<file path="src/rtl/pit_pkg.sv">
package pit_pkg;

  typedef enum logic [2:0] {
    M_TC_INT    = 3'd0,
    M_ONESHOT   = 3'd1,
    M_RATE      = 3'd2,
    M_SQUARE    = 3'd3,
    M_SW_STROBE = 3'd4,
    M_HW_STROBE = 3'd5
  } pit_mode_e;

  // Field values 6 and 7 fold onto the periodic modes 2 and 3.
  function automatic pit_mode_e fold_mode(logic [2:0] raw);
    if (raw[2:1] == 2'b11) return pit_mode_e'({1'b0, raw[1:0]});
    return pit_mode_e'(raw);
  endfunction

endpackage

</file>
<file path="src/rtl/pit_load_decode.sv">
module pit_load_decode #(
  parameter int CNT_W = 16
) (
  input  logic [CNT_W-1:0] raw,
  input  logic             bcd,
  output logic [CNT_W:0]   ticks,
  output logic [CNT_W:0]   modulus
);
  localparam int DIGITS = CNT_W / 4;
  localparam logic [CNT_W:0] BIN_M = {1'b1, {CNT_W{1'b0}}};
  localparam logic [CNT_W:0] BCD_M = (CNT_W+1)'(10 ** DIGITS);

  logic [CNT_W:0] acc;
  logic [CNT_W:0] value;

  always_comb begin
    acc = '0;
    for (int i = DIGITS - 1; i >= 0; i--) begin
      acc = (acc << 3) + (acc << 1) + {{(CNT_W-3){1'b0}}, raw[i*4 +: 4]};
    end
    modulus = bcd ? BCD_M : BIN_M;
    value   = bcd ? acc : {1'b0, raw};
    ticks   = (value == '0) ? modulus : value;
  end
endmodule

</file>
<file path="src/rtl/pit_phase_core.sv">
module pit_phase_core
  import pit_pkg::*;
#(
  parameter int CNT_W = 16
) (
  input  logic             clk,
  input  logic             rst,
  input  logic             load,
  input  pit_mode_e        ld_mode,
  input  logic             ld_bcd,
  input  logic [CNT_W:0]   ld_ticks,
  input  logic [CNT_W:0]   ld_mod,
  input  logic             cnt_en,
  input  logic             gate,
  output pit_mode_e        mode_q,
  output logic             bcd_q,
  output logic             armed,
  output logic [CNT_W:0]   init_q,
  output logic [CNT_W:0]   mod_q,
  output logic [CNT_W-1:0] phase,
  output logic             reached,
  output logic             at_tc
);
  logic           gate_q;
  logic           gate_rise;
  logic           gated_mode;
  logic           retrig_mode;
  logic           periodic;
  logic           advance;
  logic [CNT_W:0] phase_inc;
  logic           hit;
  logic           wrap;

  always_comb begin
    gate_rise   = gate & ~gate_q;
    gated_mode  = (mode_q == M_TC_INT) || (mode_q == M_SW_STROBE);
    retrig_mode = !gated_mode;
    periodic    = (mode_q == M_RATE) || (mode_q == M_SQUARE);
    advance     = armed && cnt_en && (gate || !gated_mode);
    phase_inc   = {1'b0, phase} + 1'b1;
    hit         = (phase_inc == init_q);
    wrap        = (phase_inc == mod_q);
  end

  always_ff @(posedge clk) begin
    if (rst) begin
      gate_q  <= 1'b0;
      mode_q  <= M_TC_INT;
      bcd_q   <= 1'b0;
      armed   <= 1'b0;
      init_q  <= '0;
      mod_q   <= '0;
      phase   <= '0;
      reached <= 1'b0;
      at_tc   <= 1'b0;
    end else begin
      gate_q <= gate;
      if (load) begin
        mode_q  <= ld_mode;
        bcd_q   <= ld_bcd;
        init_q  <= ld_ticks;
        mod_q   <= ld_mod;
        armed   <= 1'b1;
        phase   <= '0;
        reached <= 1'b0;
        at_tc   <= 1'b0;
      end else if (armed && gate_rise && retrig_mode) begin
        phase   <= '0;
        reached <= 1'b0;
        at_tc   <= 1'b0;
      end else if (advance) begin
        if (periodic) begin
          phase <= hit ? '0 : phase_inc[CNT_W-1:0];
          at_tc <= hit;
        end else begin
          phase <= wrap ? '0 : phase_inc[CNT_W-1:0];
          at_tc <= hit && !reached;
          if (hit) reached <= 1'b1;
        end
      end
    end
  end
endmodule

</file>
<file path="src/rtl/pit_view.sv">
module pit_view
  import pit_pkg::*;
#(
  parameter int CNT_W = 16
) (
  input  pit_mode_e        mode_q,
  input  logic             bcd_q,
  input  logic             armed,
  input  logic [CNT_W:0]   init_q,
  input  logic [CNT_W:0]   mod_q,
  input  logic [CNT_W-1:0] phase,
  input  logic             reached,
  input  logic             at_tc,
  output logic [CNT_W-1:0] count,
  output logic             out
);
  localparam int DIGITS = CNT_W / 4;

  function automatic logic [CNT_W-1:0] to_bcd(logic [CNT_W-1:0] b);
    logic [CNT_W-1:0] d;
    d = '0;
    for (int i = CNT_W - 1; i >= 0; i--) begin
      for (int k = 0; k < DIGITS; k++) begin
        if (d[k*4 +: 4] >= 4'd5) d[k*4 +: 4] = d[k*4 +: 4] + 4'd3;
      end
      d = {d[CNT_W-2:0], b[i]};
    end
    return d;
  endfunction

  logic [CNT_W:0]   p_ext;
  logic [CNT_W:0]   dbl;
  logic [CNT_W:0]   diff;
  logic [CNT_W:0]   val;
  logic [CNT_W+1:0] half;
  logic             wave;

  always_comb begin
    p_ext = {1'b0, phase};
    dbl   = {phase, 1'b0};
    half  = ({1'b0, init_q} + 1'b1) >> 1;
    wave  = 1'b0;
    diff  = '0;
    case (mode_q)
      M_RATE: begin
        diff = init_q - p_ext;
        wave = at_tc;
      end
      M_SQUARE: begin
        if (dbl >= init_q) dbl = dbl - init_q;
        diff = init_q - dbl;
        wave = ({1'b0, p_ext} < half);
      end
      M_SW_STROBE, M_HW_STROBE: begin
        diff = (init_q >= p_ext) ? (init_q - p_ext) : (init_q + mod_q - p_ext);
        wave = at_tc;
      end
      default: begin
        diff = (init_q >= p_ext) ? (init_q - p_ext) : (init_q + mod_q - p_ext);
        wave = reached;
      end
    endcase
    val = (diff == mod_q) ? '0 : diff;
    if (!armed) begin
      count = '0;
      out   = 1'b0;
    end else begin
      count = bcd_q ? to_bcd(val[CNT_W-1:0]) : val[CNT_W-1:0];
      out   = wave;
    end
  end
endmodule

</file>
<file path="src/rtl/pit_channel.sv">
module pit_channel
  import pit_pkg::*;
#(
  parameter int CNT_W = 16
) (
  input  logic             clk,
  input  logic             rst,
  input  logic             cnt_en,
  input  logic             gate,
  input  logic             load,
  input  logic [CNT_W-1:0] load_val,
  input  logic [2:0]       mode_sel,
  input  logic             bcd_sel,
  output logic             out,
  output logic [CNT_W-1:0] count
);
  pit_mode_e        ld_mode;
  logic [CNT_W:0]   ld_ticks;
  logic [CNT_W:0]   ld_mod;
  pit_mode_e        mode_q;
  logic             bcd_q;
  logic             armed;
  logic [CNT_W:0]   init_q;
  logic [CNT_W:0]   mod_q;
  logic [CNT_W-1:0] phase;
  logic             reached;
  logic             at_tc;

  assign ld_mode = fold_mode(mode_sel);

  pit_load_decode #(.CNT_W(CNT_W)) u_dec (
    .raw(load_val), .bcd(bcd_sel), .ticks(ld_ticks), .modulus(ld_mod)
  );

  pit_phase_core #(.CNT_W(CNT_W)) u_core (
    .clk(clk), .rst(rst), .load(load), .ld_mode(ld_mode), .ld_bcd(bcd_sel),
    .ld_ticks(ld_ticks), .ld_mod(ld_mod), .cnt_en(cnt_en), .gate(gate),
    .mode_q(mode_q), .bcd_q(bcd_q), .armed(armed), .init_q(init_q),
    .mod_q(mod_q), .phase(phase), .reached(reached), .at_tc(at_tc)
  );

  pit_view #(.CNT_W(CNT_W)) u_view (
    .mode_q(mode_q), .bcd_q(bcd_q), .armed(armed), .init_q(init_q),
    .mod_q(mod_q), .phase(phase), .reached(reached), .at_tc(at_tc),
    .count(count), .out(out)
  );
endmodule

</file>
<file path="config.mk">
export PLATFORM = sky130hd
export DESIGN_NAME = pit_channel
export DESIGN_NICKNAME = d
export VERILOG_FILES = /design/src/rtl/pit_pkg.sv /design/src/rtl/pit_load_decode.sv /design/src/rtl/pit_phase_core.sv /design/src/rtl/pit_view.sv /design/src/rtl/pit_channel.sv
export SDC_FILE = /design/constraint.sdc
export NUM_CORES = 1
export LEC_CHECK = 0
export BUFFER_PORTS_ARGS = -buffer_cell sky130_fd_sc_hd__buf_2
export CAP_MARGIN = 20
export CORE_MARGIN = 2
export CORE_UTILIZATION = 51
export DETAILED_ROUTE_END_ITERATION = 8
export PLACE_DENSITY = 0.79
export SLEW_MARGIN = 5
export SYNTH_ARGS = -nofsm -noshare
export SYNTH_HDL_FRONTEND = slang
export SYNTH_SLANG_ARGS = --single-unit
</file>
<file path="constraint.sdc">
create_clock -name clk -period 16.2 [get_ports clk]
set_input_delay 0.81 -clock clk [delete_from_list [all_inputs] [get_ports clk]]
set_output_delay 0.81 -clock clk [all_outputs]
set_load 0.02 [all_outputs]
</file>
==> run metrics <==
Tcrit/Tclk final 96.3%; pin count of the biggest net entering global routing 26; top-level port count 42; dpl cells 2197; Synth warnings 0; first-pass GRT wire length 65.0 mm; simple-gate share of the synthesized area 22.0%; Final Hold Vio Count 0; Post-Synth XOR/XNOR Area 9.39%; GRT overflow 0; CTS clk-pin slew, worst paths 0.06 ns; crit-path leading delay family compound AO/OA/AOI/OAI gates; f_max 0.0641 GHz; Yosys cell types 131; wire length per cell 18.5 um; first-pass iteration count of the detailed router 6; Post-synth EDFFs 0; Detailed Route WL 41.4 mm; Area Growth Syn to Fin 13.3%; register bit total from synthesis 42; final setup vio count 0; # clock sinks 42; final cell count without fillers 2240; core area 25800 sq um; post-synthesis compound-gate area fraction 32.5%; outcome finished, final reports clean; crit end category output pin; fillers 2338; worst path bufs/invs 12; vias in the first global route 13600; root buf cell clkbuf_16; Port Buffers 41; Routed Antenna Nets 0; total track usage 27.6%; Antenna Cells 0; most used cell along the critical path inv_1; largest family of logic cells by synthesized area compound AO/OA/AOI/OAI gates; post-synthesis mux area share 5.32%; Die Y 166 um; # nets final 2113; CP required 15.39 ns; Initial DRC Count 1157; Synth Flop Type dfxtp_1; Slew headroom 38.1%; Slew Viols, Final 0; CP arrival 14.79 ns; post-synthesis sequential area ratio 6.31%; H-Tree Level Count 2; Synth Net Count 2033; initial core utilization 51.6%; post-synthesis cell count 1824; CTS Hold Bufs 0; Worst-Margin Slew 0.928 ns; FFs w/ async S/R, synth 0%; CP max FO 14; Vias per Instance 6.38; max incr delay on CP 0.51 ns; critical path launch point type flip-flop; Avg Inst Size Synth 7.31 sq um; Clock Latency Late Sink 0.30 ns; post-DP HPWL 32.6 mm; CTS Buffer Depth 2; synthesized area 13300 sq um; Layout Skew 0.00381 ns; CTS buffer count 5; adder-cell share of the synthesized area 18.5%; CTS tree built; FP Rows 59; vias post-DR 14300; routability cong. 1.02; post-detailed-route DRC marker count 0; Die W 166 um; min-delay worst type flip-flop to flip-flop; Tmin final 15.60 ns; Crit-path slowest cell dfxtp_1; max-cap violations 0; antenna violations before repair 0; fraction of layout cells with a size suffix above 1 19.1%; Die Area 27400 sq um; critical path class flip-flop to output pin
==> layout make-up <==
cell class	count	area, sq um	share of cell area [%]
multi-input combinational	1576	12300	81.2
timing repair buffer	122	833	5.52
clock inverter	1	5.00	0.0331
sequential	42	848	5.62
tap	335	419	2.78
inverter	157	592	3.92
clock buffer	7	143	0.944
==> cells by family (layout without fill, tap and decap cells) <==
logic type / Yosys count / count (layout)
AOI/OAI and AO/OA: 612 / 612
xor gates and xnor gates: 133 / 133
adders and majority gates: 184 / 184
buffers and inverters: 206 / 287
DFF: 42 / 42
muxes: 63 / 63
other: 1 / 1
and+or+nand+nor: 583 / 583
==> state kept, by name, summed over array words and instances (netlist names) <==
signal,cells
u_core.phase,16
u_core.mode_q,3
u_core.mod_q,2
u_core.gate_q,1
u_core.at_tc,1
u_core.init_q,17
u_core.armed,1
u_core.reached,1
==> synthesized netlist by cell type, types with 9 or more instances <==
master / number / area, sq um
a211o_1: 14 / 123
a211oi_1: 22 / 165
a21o_1: 29 / 218
a21oi_1: 151 / 756
a31oi_1: 15 / 93.8
and2_1: 12 / 75.1
and3_1: 23 / 144
clkbuf_1: 35 / 131
dfxtp_1: 42 / 841
fa_1: 21 / 420
ha_1: 163 / 2040
inv_1: 144 / 541
inv_2: 10 / 37.5
mux2_2: 11 / 124
mux2i_1: 42 / 420
nand2_1: 135 / 507
nand2b_1: 26 / 163
nand3_1: 54 / 270
nand4_1: 17 / 106
nor2_1: 162 / 608
nor2b_1: 17 / 106
nor3_1: 41 / 205
nor3b_1: 9 / 67.6
nor4_1: 10 / 62.6
o211a_1: 10 / 100
o211ai_1: 25 / 188
o21a_1: 29 / 218
o21ai_0: 108 / 541
o21ai_1: 29 / 145
o21bai_1: 18 / 135
o31a_1: 10 / 87.6
or3_1: 17 / 106
xnor2_1: 102 / 893
xor2_1: 21 / 184
==> tightest hold or removal path, stage by stage (launching register included) <==
cell     delay [ns]
dfxtp_1        0.32
nand2_1        0.06
a21oi_1        0.05
==> placed cells by master, fill, tap and decap left out, drive strengths merged, types with 10 or more instances in the layout <==
cell,n
nand2b,26
nand4,17
a2bb2oi,10
o21ai,141
mux2i,48
nand3,55
a211oi,24
o21bai,20
ha,163
o21a,30
inv,155
nor3,43
xnor2,110
o211ai,28
a21boi,11
and2,13
nor2,171
or3,19
nor2b,18
buf,122
or2,11
and3,25
mux2,15
a31oi,18
nor3b,10
a21o,30
xor2,23
a211o,15
nor4,11
a21oi,156
fa,21
dfxtp,42
nand2,137
o211a,11
o31ai,13
o31a,10
==> what timing repair did <==
| action | 4_1_cts | 5_1_grt |
|---|---|---|
| endpoints found under the hold margin | 0 | 0 |
| resized for setup | 17 | 125 |
| setup buffers | 4 | 31 |
| setup endpoints to repair | 15 | 15 |
| pin swaps | 3 | 46 |
==> layer usage <==
layer | up-vias | share of wire (%) | GRT usage [%]
met5 | - | 0 | 0
met4 | 0 | 4.1 | 10.9
met3 | 112 | 5.6 | 2.27
met2 | 557 | 50 | 51.3
met1 | 6779 | 41 | 32.8
li1 | 6848 | - | -
==> path summary, 6_finish.rpt <==
| check | slack (ns) | end | cells past startpoint | start |
|---|---|---|---|---|
| setup / recovery | 0.60 | count[13] | 75 | u_core.init_q[14]$_SDFFE_PP0P_ |
| hold / removal | 0.48 | u_core.at_tc$_SDFFE_PP0P_ | 2 | u_core.at_tc$_SDFFE_PP0P_ |
| setup reg to reg | 11.33 | u_core.phase[1]$_SDFFE_PP0P_ | 16 | u_core.phase[0]$_SDFFE_PP0P_ |
| hold reg to reg | 0.48 | u_core.at_tc$_SDFFE_PP0P_ | 2 | u_core.at_tc$_SDFFE_PP0P_ |
==> per-stage QoR <==
stage / setup slack (ns) / TNS [ns] / util, % / instance area, sq um / hold slack (ns)
2_1_floorplan: 0.687 / 0 / - / 13300 / 0.444
3_3_place_gp: 0.345 / 0 / 54.5 / 14100 / 0.462
3_5_place_dp: -0.0510 / -0.0510 / 54.5 / 14100 / 0.470
4_1_cts: 0.00205 / 0 / 55.6 / 14400 / 0.479
5_1_grt: -0.230 / -1.93 / 58.5 / 15100 / 0.519
6_report: 0.597 / 0 / 58.5 / 15100 / 0.478
Power is not shown: default switching activity piles up to over one toggle a cycle in this logic, so the estimate is an artifact.
